$ cat config.mk
export PLATFORM = sky130hd
export DESIGN_NAME = eic_debounce
export DESIGN_NICKNAME = d
export VERILOG_FILES = /design/src/rtl/eic_debounce.sv
export SDC_FILE = /design/constraint.sdc
export NUM_CORES = 1
export LEC_CHECK = 0
export BUFFER_PORTS_ARGS = -buffer_cell sky130_fd_sc_hd__buf_4
export CAP_MARGIN = 15
export CORE_ASPECT_RATIO = 0.75
export CORE_MARGIN = 3
export CORE_UTILIZATION = 67
export CTS_BUF_LIST = sky130_fd_sc_hd__clkbuf_16
export CTS_CLUSTER_DIAMETER = 120
export DETAILED_ROUTE_END_ITERATION = 7
export PLACE_DENSITY = 0.95
export SLEW_MARGIN = 40
export SYNTH_ARGS = -nofsm -noshare
export SYNTH_HDL_FRONTEND = slang
export SYNTH_SLANG_ARGS = --single-unit
$ cat constraint.sdc
create_clock -name clk -period 3.4 [get_ports clk]
set_input_delay 0.17 -clock clk [delete_from_list [all_inputs] [get_ports clk]]
set_output_delay 0.17 -clock clk [all_outputs]
set_load 0.02 [all_outputs]
$ cat src/rtl/eic_debounce.sv
module eic_debounce #(
  parameter int NCH   = 8,
  parameter int PRESC = 33,
  parameter int MAXDB = 4000,
  parameter int AW    = 4
) (
  input  logic           clk,
  input  logic           rst_n,
  input  logic           slow_en,
  input  logic [NCH-1:0] ext_in,
  input  logic           wr_en,
  input  logic [AW-1:0]  addr,
  input  logic [31:0]    wdata,
  output logic [31:0]    rdata,
  output logic           irq,
  output logic           run
);
  localparam int DBW = $clog2(MAXDB + 1);
  localparam int PW  = $clog2(PRESC);

  logic [NCH-1:0] s1, s2, en, pol, msk, pend, armed, act, lvl_ok, fire;
  logic [NCH-1:0][DBW-1:0] db, cnt;
  logic [PW-1:0] pre;
  logic tick;
  logic [DBW-1:0] wdb;

  assign act    = en & armed;
  assign run    = |act;
  assign tick   = run & slow_en & (pre == PW'(PRESC - 1));
  assign lvl_ok = ~(s2 ^ pol);
  assign irq    = |(pend & msk);
  assign wdb    = (wdata == 32'd0) ? DBW'(1) :
                  (wdata > 32'(MAXDB)) ? DBW'(MAXDB) : wdata[DBW-1:0];

  always_ff @(posedge clk or negedge rst_n)
    if (!rst_n) begin
      s1 <= '0;
      s2 <= '0;
    end else begin
      s1 <= ext_in;
      s2 <= s1;
    end

  always_ff @(posedge clk or negedge rst_n)
    if (!rst_n)         pre <= '0;
    else if (!run)      pre <= '0;
    else if (slow_en)   pre <= tick ? '0 : pre + 1'b1;

  for (genvar i = 0; i < NCH; i++) begin : g_ch
    assign fire[i] = tick & act[i] & lvl_ok[i] & (cnt[i] >= db[i]);

    always_ff @(posedge clk or negedge rst_n)
      if (!rst_n)                              cnt[i] <= '0;
      else if (!act[i] || !lvl_ok[i] || fire[i]) cnt[i] <= '0;
      else if (tick)                           cnt[i] <= cnt[i] + 1'b1;

    always_ff @(posedge clk or negedge rst_n)
      if (!rst_n)                              db[i] <= DBW'(1);
      else if (wr_en && addr == AW'(8 + i))    db[i] <= wdb;
  end

  always_ff @(posedge clk or negedge rst_n)
    if (!rst_n) begin
      en    <= '0;
      pol   <= '0;
      msk   <= '0;
      pend  <= '0;
      armed <= '0;
    end else begin
      if (wr_en && addr == AW'(0)) en  <= wdata[NCH-1:0];
      if (wr_en && addr == AW'(1)) pol <= wdata[NCH-1:0];
      if (wr_en && addr == AW'(2)) msk <= wdata[NCH-1:0];
      pend  <= (pend & ~((wr_en && addr == AW'(3)) ? wdata[NCH-1:0] : '0)) | fire;
      armed <= (armed & ~fire) | ((wr_en && addr == AW'(4)) ? wdata[NCH-1:0] : '0);
    end

  always_comb begin
    rdata = '0;
    case (addr)
      AW'(0): rdata = 32'(en);
      AW'(1): rdata = 32'(pol);
      AW'(2): rdata = 32'(msk);
      AW'(3): rdata = 32'(pend);
      AW'(4): rdata = 32'(armed);
      default: ;
    endcase
    for (int i = 0; i < NCH; i++)
      if (addr == AW'(8 + i)) rdata = 32'(db[i]);
  end
endmodule


==> qor.txt, run 1 <==
=====================================================================================================
Largest vdd supply drop ................................................................     0.494 mV
Mean instance size in the synthesized netlist ..........................................    9.32 um^2
Family with the most delay on the worst path ........................................... simple AND/OR/NAND/NOR gates
Skew-Pair Late Insertion Delay .........................................................      0.55 ns
Final ANT Viol Nets ....................................................................            0
Commonest cells after routing, fill and taps aside ..................................... 246 x sky130_fd_sc_hd__dfrtp_1, 173 x sky130_fd_sc_hd__nand2_1, 171 x sky130_fd_sc_hd__o21ai_0
Die span in x ..........................................................................       179 um
Largest stage delay on the critical path ...............................................      0.58 ns
TritonCTS Buffers ......................................................................           26
Peak fanout along the critical path ....................................................           14
Run status ............................................................................. complete, no violations
Post-detail-place hpwl .................................................................     34400 um
Total congestion overflow ..............................................................            0
Arrival time worst endpoint ............................................................      3.32 ns
Fin crit period ........................................................................      2.88 ns
Final setup viols ......................................................................            0
Async S/R FF share, synth ..............................................................         100%
Yosys warnings .........................................................................            0
Final max-slew violation count .........................................................            0
Cells along the critical path .......................................................... inv_1, ha_1, nand2_1, or2_0, a21oi_2, buf_4, nand3_1, o21ai_0
Clock tree from TritonCTS ..............................................................          yes
CP max-delay cell ...................................................................... sky130_fd_sc_hd__or2_0
Leading cell type in the layout, fill and taps excluded ................................ sky130_fd_sc_hd__dfrtp_1
GRT Max-Usage Layer ....................................................................         met2
Top Ports ..............................................................................           82
Worst Path Buf+Inv .....................................................................            2
Via count of the first global-routing pass .............................................        14100
Maximum number of pins on one net before global-route repair ...........................          109
Sinks on the clock net .................................................................          254
Portion of the clock cycle consumed by the worst path in the final layout ..............        84.8%
Area overhead of the layout relative to synthesis ......................................        12.0%
Post-cts resize count ..................................................................            0
Setup TNS ..............................................................................         0 ns
Top flip-flop cell by instance count after synthesis ................................... sky130_fd_sc_hd__dfrtp_1
Standby leakage power ..................................................................   0.00734 uW
Post-Synth XOR/XNOR Area ...............................................................        4.41%
Multiplexer area fraction after synthesis ..............................................        4.61%
Worst hold path class ..................................................................    in -> reg
Placement Setup Slack ..................................................................     0.688 ns
Number of register bits inferred by synthesis ..........................................          254
Top cell type's share of synthesized area ..............................................        40.8%
Class of the most critical setup path ..................................................   reg -> reg
Global-route track usage on met3 .......................................................        16.5%
Initial antenna violation count ........................................................            3
Number of levels the H-tree was split into .............................................            1
Compound-Gate Fraction of Synth Area ...................................................        18.2%
Port buffer count ......................................................................           61
Max-cap violations .....................................................................            0
Cell row count .........................................................................           46
P per Cell Area ........................................................................  494 nW/um^2
Remaining design rule violation count ..................................................            0
Sequential area share after synthesis ..................................................        42.2%
GRT met2 Usage .........................................................................        62.2%
Biggest area consumer among synthesized cells .......................................... sky130_fd_sc_hd__dfrtp_1
Detailed Route Iter0 Violations ........................................................         1824
Post-Synth Simple-Gate Area ............................................................        16.1%
Area of the core .......................................................................   21600 um^2
Gate count of the mapped netlist .......................................................         1618
Headroom to the max-slew limit .........................................................        38.5%
Post-synthesis share of cell area spent on full adders, half adders and majority gates .        8.80%
Global-route wire length before repair .................................................     78000 um
Placer's final routability congestion estimate .........................................         1.06
Count of flip-flops with a built-in enable after synthesis .............................            0
Height of the die ......................................................................       136 um
Global router's overall resource usage .................................................        41.6%
Buffer cell driving the clock tree root ................................................ sky130_fd_sc_hd__clkbuf_16
Starting utilization of the core area ..................................................        69.7%
Final setup margin .....................................................................     0.516 ns
Vias per cell ..........................................................................         7.08
DR vias ................................................................................        14100
Final-report hold violation count ......................................................            0
Post-Syn Area ..........................................................................   15100 um^2
Highest Clock Rate .....................................................................      347 MHz
Buffer count from post-CTS setup fixing ................................................            0
Clock-pin slew on the worst setup and hold paths .......................................      0.07 ns
Synth unique cells .....................................................................           68
Crit path required time ................................................................      3.83 ns
DR WL/cell .............................................................................      25.3 um
Routed wire length .....................................................................     50500 um
GR Util met1 ...........................................................................        51.9%
Detailed Routing Iterations Pass 1 .....................................................            7
Startpoint type of the worst setup path ................................................         flop
Largest family of logic cells by synthesized area ...................................... compound AO/OA/AOI/OAI gates
Worst Skew .............................................................................    0.0284 ns
Actual slew at the worst max-slew pin ..................................................     0.921 ns
Unrepaired setup endpoints after global routing ........................................           no
Overall die area .......................................................................   24400 um^2
Share of cells above drive strength 1 ..................................................        12.2%
Setup crit end kind ....................................................................         flop
Clock Path Buffers .....................................................................            3
Count of nets after finishing ..........................................................         1835
Synth top area cells ................................................................... sky130_fd_sc_hd__dfrtp_1 41%, sky130_fd_sc_hd__ha_1 8.8%, sky130_fd_sc_hd__o21ai_0 5.7%
=====================================================================================================
-- synth_stat cells, types with 8 or more instances --
master,instances
sky130_fd_sc_hd__o211ai_1,40
sky130_fd_sc_hd__nor2b_1,14
sky130_fd_sc_hd__a32o_1,8
sky130_fd_sc_hd__and4_1,12
sky130_fd_sc_hd__xnor2_1,20
sky130_fd_sc_hd__dfstp_2,8
sky130_fd_sc_hd__inv_1,112
sky130_fd_sc_hd__or4_1,10
sky130_fd_sc_hd__dfrtp_1,246
sky130_fd_sc_hd__a22oi_1,15
sky130_fd_sc_hd__and2_1,18
sky130_fd_sc_hd__o21ai_0,171
sky130_fd_sc_hd__a211oi_1,23
sky130_fd_sc_hd__ha_1,106
sky130_fd_sc_hd__a21oi_1,56
sky130_fd_sc_hd__xor2_1,56
sky130_fd_sc_hd__mux2_2,30
sky130_fd_sc_hd__nand3_1,56
sky130_fd_sc_hd__mux2i_1,11
sky130_fd_sc_hd__nand2_1,173
sky130_fd_sc_hd__nor4_1,8
sky130_fd_sc_hd__nor3_1,24
sky130_fd_sc_hd__buf_4,20
sky130_fd_sc_hd__nand4_1,16
sky130_fd_sc_hd__o2111ai_1,15
sky130_fd_sc_hd__clkbuf_1,63
sky130_fd_sc_hd__nand2b_1,16
sky130_fd_sc_hd__a22o_1,13
sky130_fd_sc_hd__or3_1,15
sky130_fd_sc_hd__and3_1,21
sky130_fd_sc_hd__mux4_2,11
sky130_fd_sc_hd__nor2_1,109
-- stage by stage --
| stage | total power [uW] | cells | utilization (%) | hold slack [ns] | cell area (um^2) |
|---|---|---|---|---|---|
| detailed placement | 5230 | 1921 | 73.0 | 0.281 | 15800 |
| CTS | 8160 | 1986 | 77.7 | 0.0265 | 16800 |
| global route | 8570 | 1989 | 78.0 | 0.0633 | 16900 |
| finish | 8340 | 1994 | 78.0 | 0.0414 | 16900 |
| global placement | 5140 | 1920 | 72.9 | 0.279 | 15800 |
| floorplan | 4520 | 1637 | - | -0.126 | 15200 |
-- layout make-up --
| cell class | count | area (um^2) |
|---|---|---|
| antenna | 5 | 12.5 |
| clock buffer | 27 | 676 |
| clock inverter | 21 | 184 |
| fill | 1341 | 4760 |
| inverter | 112 | 420 |
| multi-input combinational | 1177 | 7940 |
| sequential | 254 | 6370 |
| tap | 288 | 360 |
| timing repair buffer | 110 | 920 |
-- final timing paths --
kind	start	end	slack [ns]	depth (start not counted)
max reg2reg	pre[0]	cnt[61]	0.52	8
min reg2reg	s1[7]	s2[7]	0.35	0
max	pre[0]	cnt[61]	0.52	8
max in group asynchronous	rst_n	s1[7]	2.17	4
min	slow_en	pre[3]	0.04	4
min in group asynchronous	rst_n	cnt[7]	0.10	2
-- per-layer routing --
layer | up-vias | part of all wire (%)
met5 | - | 0.026
met4 | 2 | 6.8
met3 | 344 | 15
met2 | 1169 | 43
met1 | 6691 | 36
li1 | 5910 | -
-- timing repair --
item,CTS,global route
endpoints found under the setup margin,0,0
hold buffers,17,0
hold endpoints to repair,145,0
-- where the power goes --
group          leakage [uW]  switching, uW  internal (uW)
Combinational       0.00360           1270            575
Clock              0.000414           1290           1670
Sequential          0.00332            272           3260
-- sequential cells by signal (all words and copies together) (netlist names) --
signal	count
cnt	96
db	96
armed	8
en	8
msk	8
pend	8
pol	8
s1	8
s2	8
pre	6
-- tightest hold or removal path, delay by kind of cell --
family        cells  cell delay [ns]
buf+inv           1             0.13
xor+xnor          1             0.06
simple gates      2             0.17
-- cells by family after synthesis --
group,after synthesis
compound gates,420
xor+xnor,76
fa+ha+maj,106
buf+inv,206
flops,254
mux,52
other cells,1
simple gates,503
Note: power is estimated with default switching activity, not from simulation.
==> inputs of run 2 (changes only) <==
--- a/config.mk
+++ b/config.mk
@@ -9,11 +9,11 @@
 export CAP_MARGIN = 15
 export CORE_ASPECT_RATIO = 0.75
 export CORE_MARGIN = 3
-export CORE_UTILIZATION = 67
+export CORE_UTILIZATION = 56
 export CTS_BUF_LIST = sky130_fd_sc_hd__clkbuf_16
 export CTS_CLUSTER_DIAMETER = 120
 export DETAILED_ROUTE_END_ITERATION = 7
-export PLACE_DENSITY = 0.95
+export PLACE_DENSITY = 0.86
 export SLEW_MARGIN = 40
 export SYNTH_ARGS = -nofsm -noshare
 export SYNTH_HDL_FRONTEND = slang
==> constraint.sdc (replaced) <==
create_clock -name clk -period 2.6 [get_ports clk]
set_input_delay 0.13 -clock clk [delete_from_list [all_inputs] [get_ports clk]]
set_output_delay 0.13 -clock clk [all_outputs]
set_load 0.02 [all_outputs]
==> run 2 against run 1 <==
  * Global-route usage down 9.4 points
  * Fmax up 15%
  * Final cell count rose by 4.7%
  * Clock-buffer cell count down 1
  * Core utilization is 13 points lower
  * Critical path depth decreased by 2
  * Clock power is 17% higher
  * Worst hold slack better by 0.034 ns
  * Flip-flop and latch count unchanged
  * Sequential power grew 30%
  * Power is 26% higher
  * Critical path type unchanged
  * Critical endpoint is now cnt[6]
  * Largest cell class unchanged
==> qor.txt, run 2 (synthesized netlist as in run 1, its figures left out) <==
========================================================================================
Run status ................................................................ complete, no violations
Clock Path Buffers ........................................................            3   unchanged
Worst Hold Path Cells .....................................................            4   unchanged
Global-route wire length before repair ....................................     73300 um   -6.0%
GRT Max-Usage Layer .......................................................         met2
Buffer cell driving the clock tree root ................................... sky130_fd_sc_hd__clkbuf_16
DR WL/cell ................................................................      22.7 um   -10%
Final antenna diode count .................................................            0   -5
Routed wire length ........................................................     47400 um   -6.0%
Class of the most critical setup path .....................................   reg -> reg
Headroom to the max-slew limit ............................................        50.1%   +12 points
Largest registers ......................................................... cnt (96), db (96)
Commonest cells after routing, fill and taps aside ........................ 246 x sky130_fd_sc_hd__dfrtp_1, 172 x sky130_fd_sc_hd__nand2_1, 170 x sky130_fd_sc_hd__o21ai_0
Leading cell type in the layout, fill and taps excluded ................... sky130_fd_sc_hd__dfrtp_1
End of the worst register-to-register path ................................       cnt[6]
Sinks on the clock net ....................................................          254   unchanged
Final ANT Viol Nets .......................................................            0   unchanged
Filler cells ..............................................................         2027   +51%
Portion of the clock cycle consumed by the worst path in the final layout .        96.5%   +12 points
Total congestion overflow .................................................            0   unchanged
Area of the core ..........................................................   26200 um^2   +21%
WHS Endpoint ..............................................................       db[81]
Final std cells w/o fill ..................................................         2088   +4.7%
Crit path required time ...................................................      3.07 ns   -0.76 ns
Summed area of non-filler cells in the final layout .......................   17200 um^2   +1.7%
Count of nets after finishing .............................................         1878   +2.3%
Placed cell areas .........................................................   16200 um^2   +2.8%
Setup slack, reg-to-reg ...................................................      0.09 ns   -0.43 ns
Beginning of the worst register-to-register path ..........................       pre[2]
Final setup viols .........................................................            0   unchanged
Standby leakage power .....................................................   0.00754 uW   +2.7%
Detailed Routing Iterations Pass 1 ........................................            8   +1
Port buffer count .........................................................           61   unchanged
Final max-slew violation count ............................................            0   unchanged
Maximum number of pins on one net before global-route repair ..............           77   -29%
Clock-pin slew on the worst setup and hold paths ..........................      0.06 ns   about the same
Setup TNS .................................................................         0 ns   unchanged
Highest Clock Rate ........................................................      398 MHz   +15%
Cell row count ............................................................           51   +11%
Worst Reg-to-Reg Cells ....................................................            6   -2
Global router's overall resource usage ....................................        32.2%   -9.4 points
Placer's final routability congestion estimate ............................        0.999   -5.8%
Area overhead of the layout relative to synthesis .........................        13.9%
Number of levels the H-tree was split into ................................            1   unchanged
Number of placed cells counting well taps .................................         2022   +5.3%
Height of the die .........................................................       148 um   +9.0%
GRT met2 Usage ............................................................        47.8%   -14 points
Max-cap violations ........................................................            0   unchanged
Family with the most delay on the worst path .............................. simple AND/OR/NAND/NOR gates
Post-detail-place hpwl ....................................................     34500 um   +0.37%
Via count of the first global-routing pass ................................        13100   -7.7%
GR Util met1 ..............................................................        45.2%   -6.6 points
Worst Path Buf+Inv ........................................................            1   -1
Initial antenna violation count ...........................................            1   -2
Final-report hold violation count .........................................            0   unchanged
Die span in x .............................................................       195 um   +9.1%
Largest stage delay on the critical path ..................................      0.67 ns   +0.09 ns
Share of cells above drive strength 1 .....................................        13.9%   +1.7 points
Unrepaired setup endpoints after global routing ...........................           no
Detailed Route Iter0 Violations ...........................................         1725   -5.4%
Post-Route Utilization ....................................................        65.5%   -13 points
Skew-Pair Late Insertion Delay ............................................      0.57 ns   +0.02 ns
Origin of the worst min-delay path ........................................     wdata[9]
Vias per cell .............................................................         6.48   -8.4%
TritonCTS Buffers .........................................................           26   unchanged
Worst hold path class .....................................................    in -> reg
Top Ports .................................................................           82   unchanged
Worst Skew ................................................................    0.0314 ns   +0.00303 ns
Final hold slack ..........................................................    0.0756 ns   +0.0342 ns
Fin crit period ...........................................................      2.51 ns   -0.374 ns
Remaining design rule violation count .....................................            0   unchanged
Cells along the critical path ............................................. or4b_4, nor2_1, buf_4, o211ai_1, or3_1, a21oi_1
Clock tree from TritonCTS .................................................          yes
Largest vdd supply drop ...................................................     0.597 mV   +21%
Startpoint type of the worst setup path ...................................         flop
P per Cell Area ...........................................................  613 nW/um^2   +24%
CP max-delay cell ......................................................... sky130_fd_sc_hd__or4b_4
Peak fanout along the critical path .......................................           20   +6
Starting utilization of the core area .....................................        57.5%   -12 points
DR vias ...................................................................        13500   -4.1%
Setup crit end kind .......................................................         flop
Actual slew at the worst max-slew pin .....................................     0.749 ns   -0.172 ns
Arrival time worst endpoint ...............................................      2.98 ns   -0.34 ns
Overall die area ..........................................................   29000 um^2   +19%
Global-route track usage on met3 ..........................................        8.83%   -7.6 points
========================================================================================
[run 2: repair_timing]
item                       CTS  global route
hold endpoints to repair   123             0
buffers inserted             0             0
hold buffers                18             0
gates resized for setup      0             3
setup endpoints to repair    0             2
[run 2: worst max path at each step]
| stage | start | to | cells after the start |
|---|---|---|---|
| after CTS | pre[2] | cnt[47] | 5 |
| after detailed placement | pre[2] | cnt[47] | 5 |
| after floorplan | pre[2] | cnt[47] | 6 |
| after global placement | pre[2] | cnt[47] | 5 |
| final | pre[2] | cnt[6] | 6 |
| after global routing | pre[2] | cnt[18] | 6 |
[run 2: worst min-delay path, cell delays in order]
cell                      delay (ns)
sky130_fd_sc_hd__buf_4          0.10
sky130_fd_sc_hd__nor2_1         0.04
sky130_fd_sc_hd__buf_4          0.18
sky130_fd_sc_hd__o21ai_0        0.15
[run 2: layout make-up]
class / count / area [um^2] / share of cell area [%]
clock inverter: 22 / 109 / 0.634
multi-input combinational: 1177 / 7940 / 46.2
clock buffer: 26 / 651 / 3.79
timing repair buffer: 153 / 1260 / 7.36
tap: 344 / 430 / 2.51
inverter: 112 / 420 / 2.45
sequential: 254 / 6370 / 37.1
[run 2: metrics by stage]
step | worst slack [ns] | total power (uW)
final | 0.0900 | 10500
after global routing | 0.0187 | 10800
after CTS | 0.0724 | 10400
after detailed placement | 0.103 | 6980
after global placement | 0.178 | 6880
after floorplan | 0.286 | 5910
[run 2: power breakdown]
group,switching (uW),internal [uW]
Combinational,1620,837
Clock,1640,1820
Sequential,334,4270
Total,3600,6920
[run 2: metal layers]
metal	share of wire, %	vias up
met5	0.063	-
met3	13	188
met1	40	6494
li1	-	5984
met2	43	870
met4	5.0	4
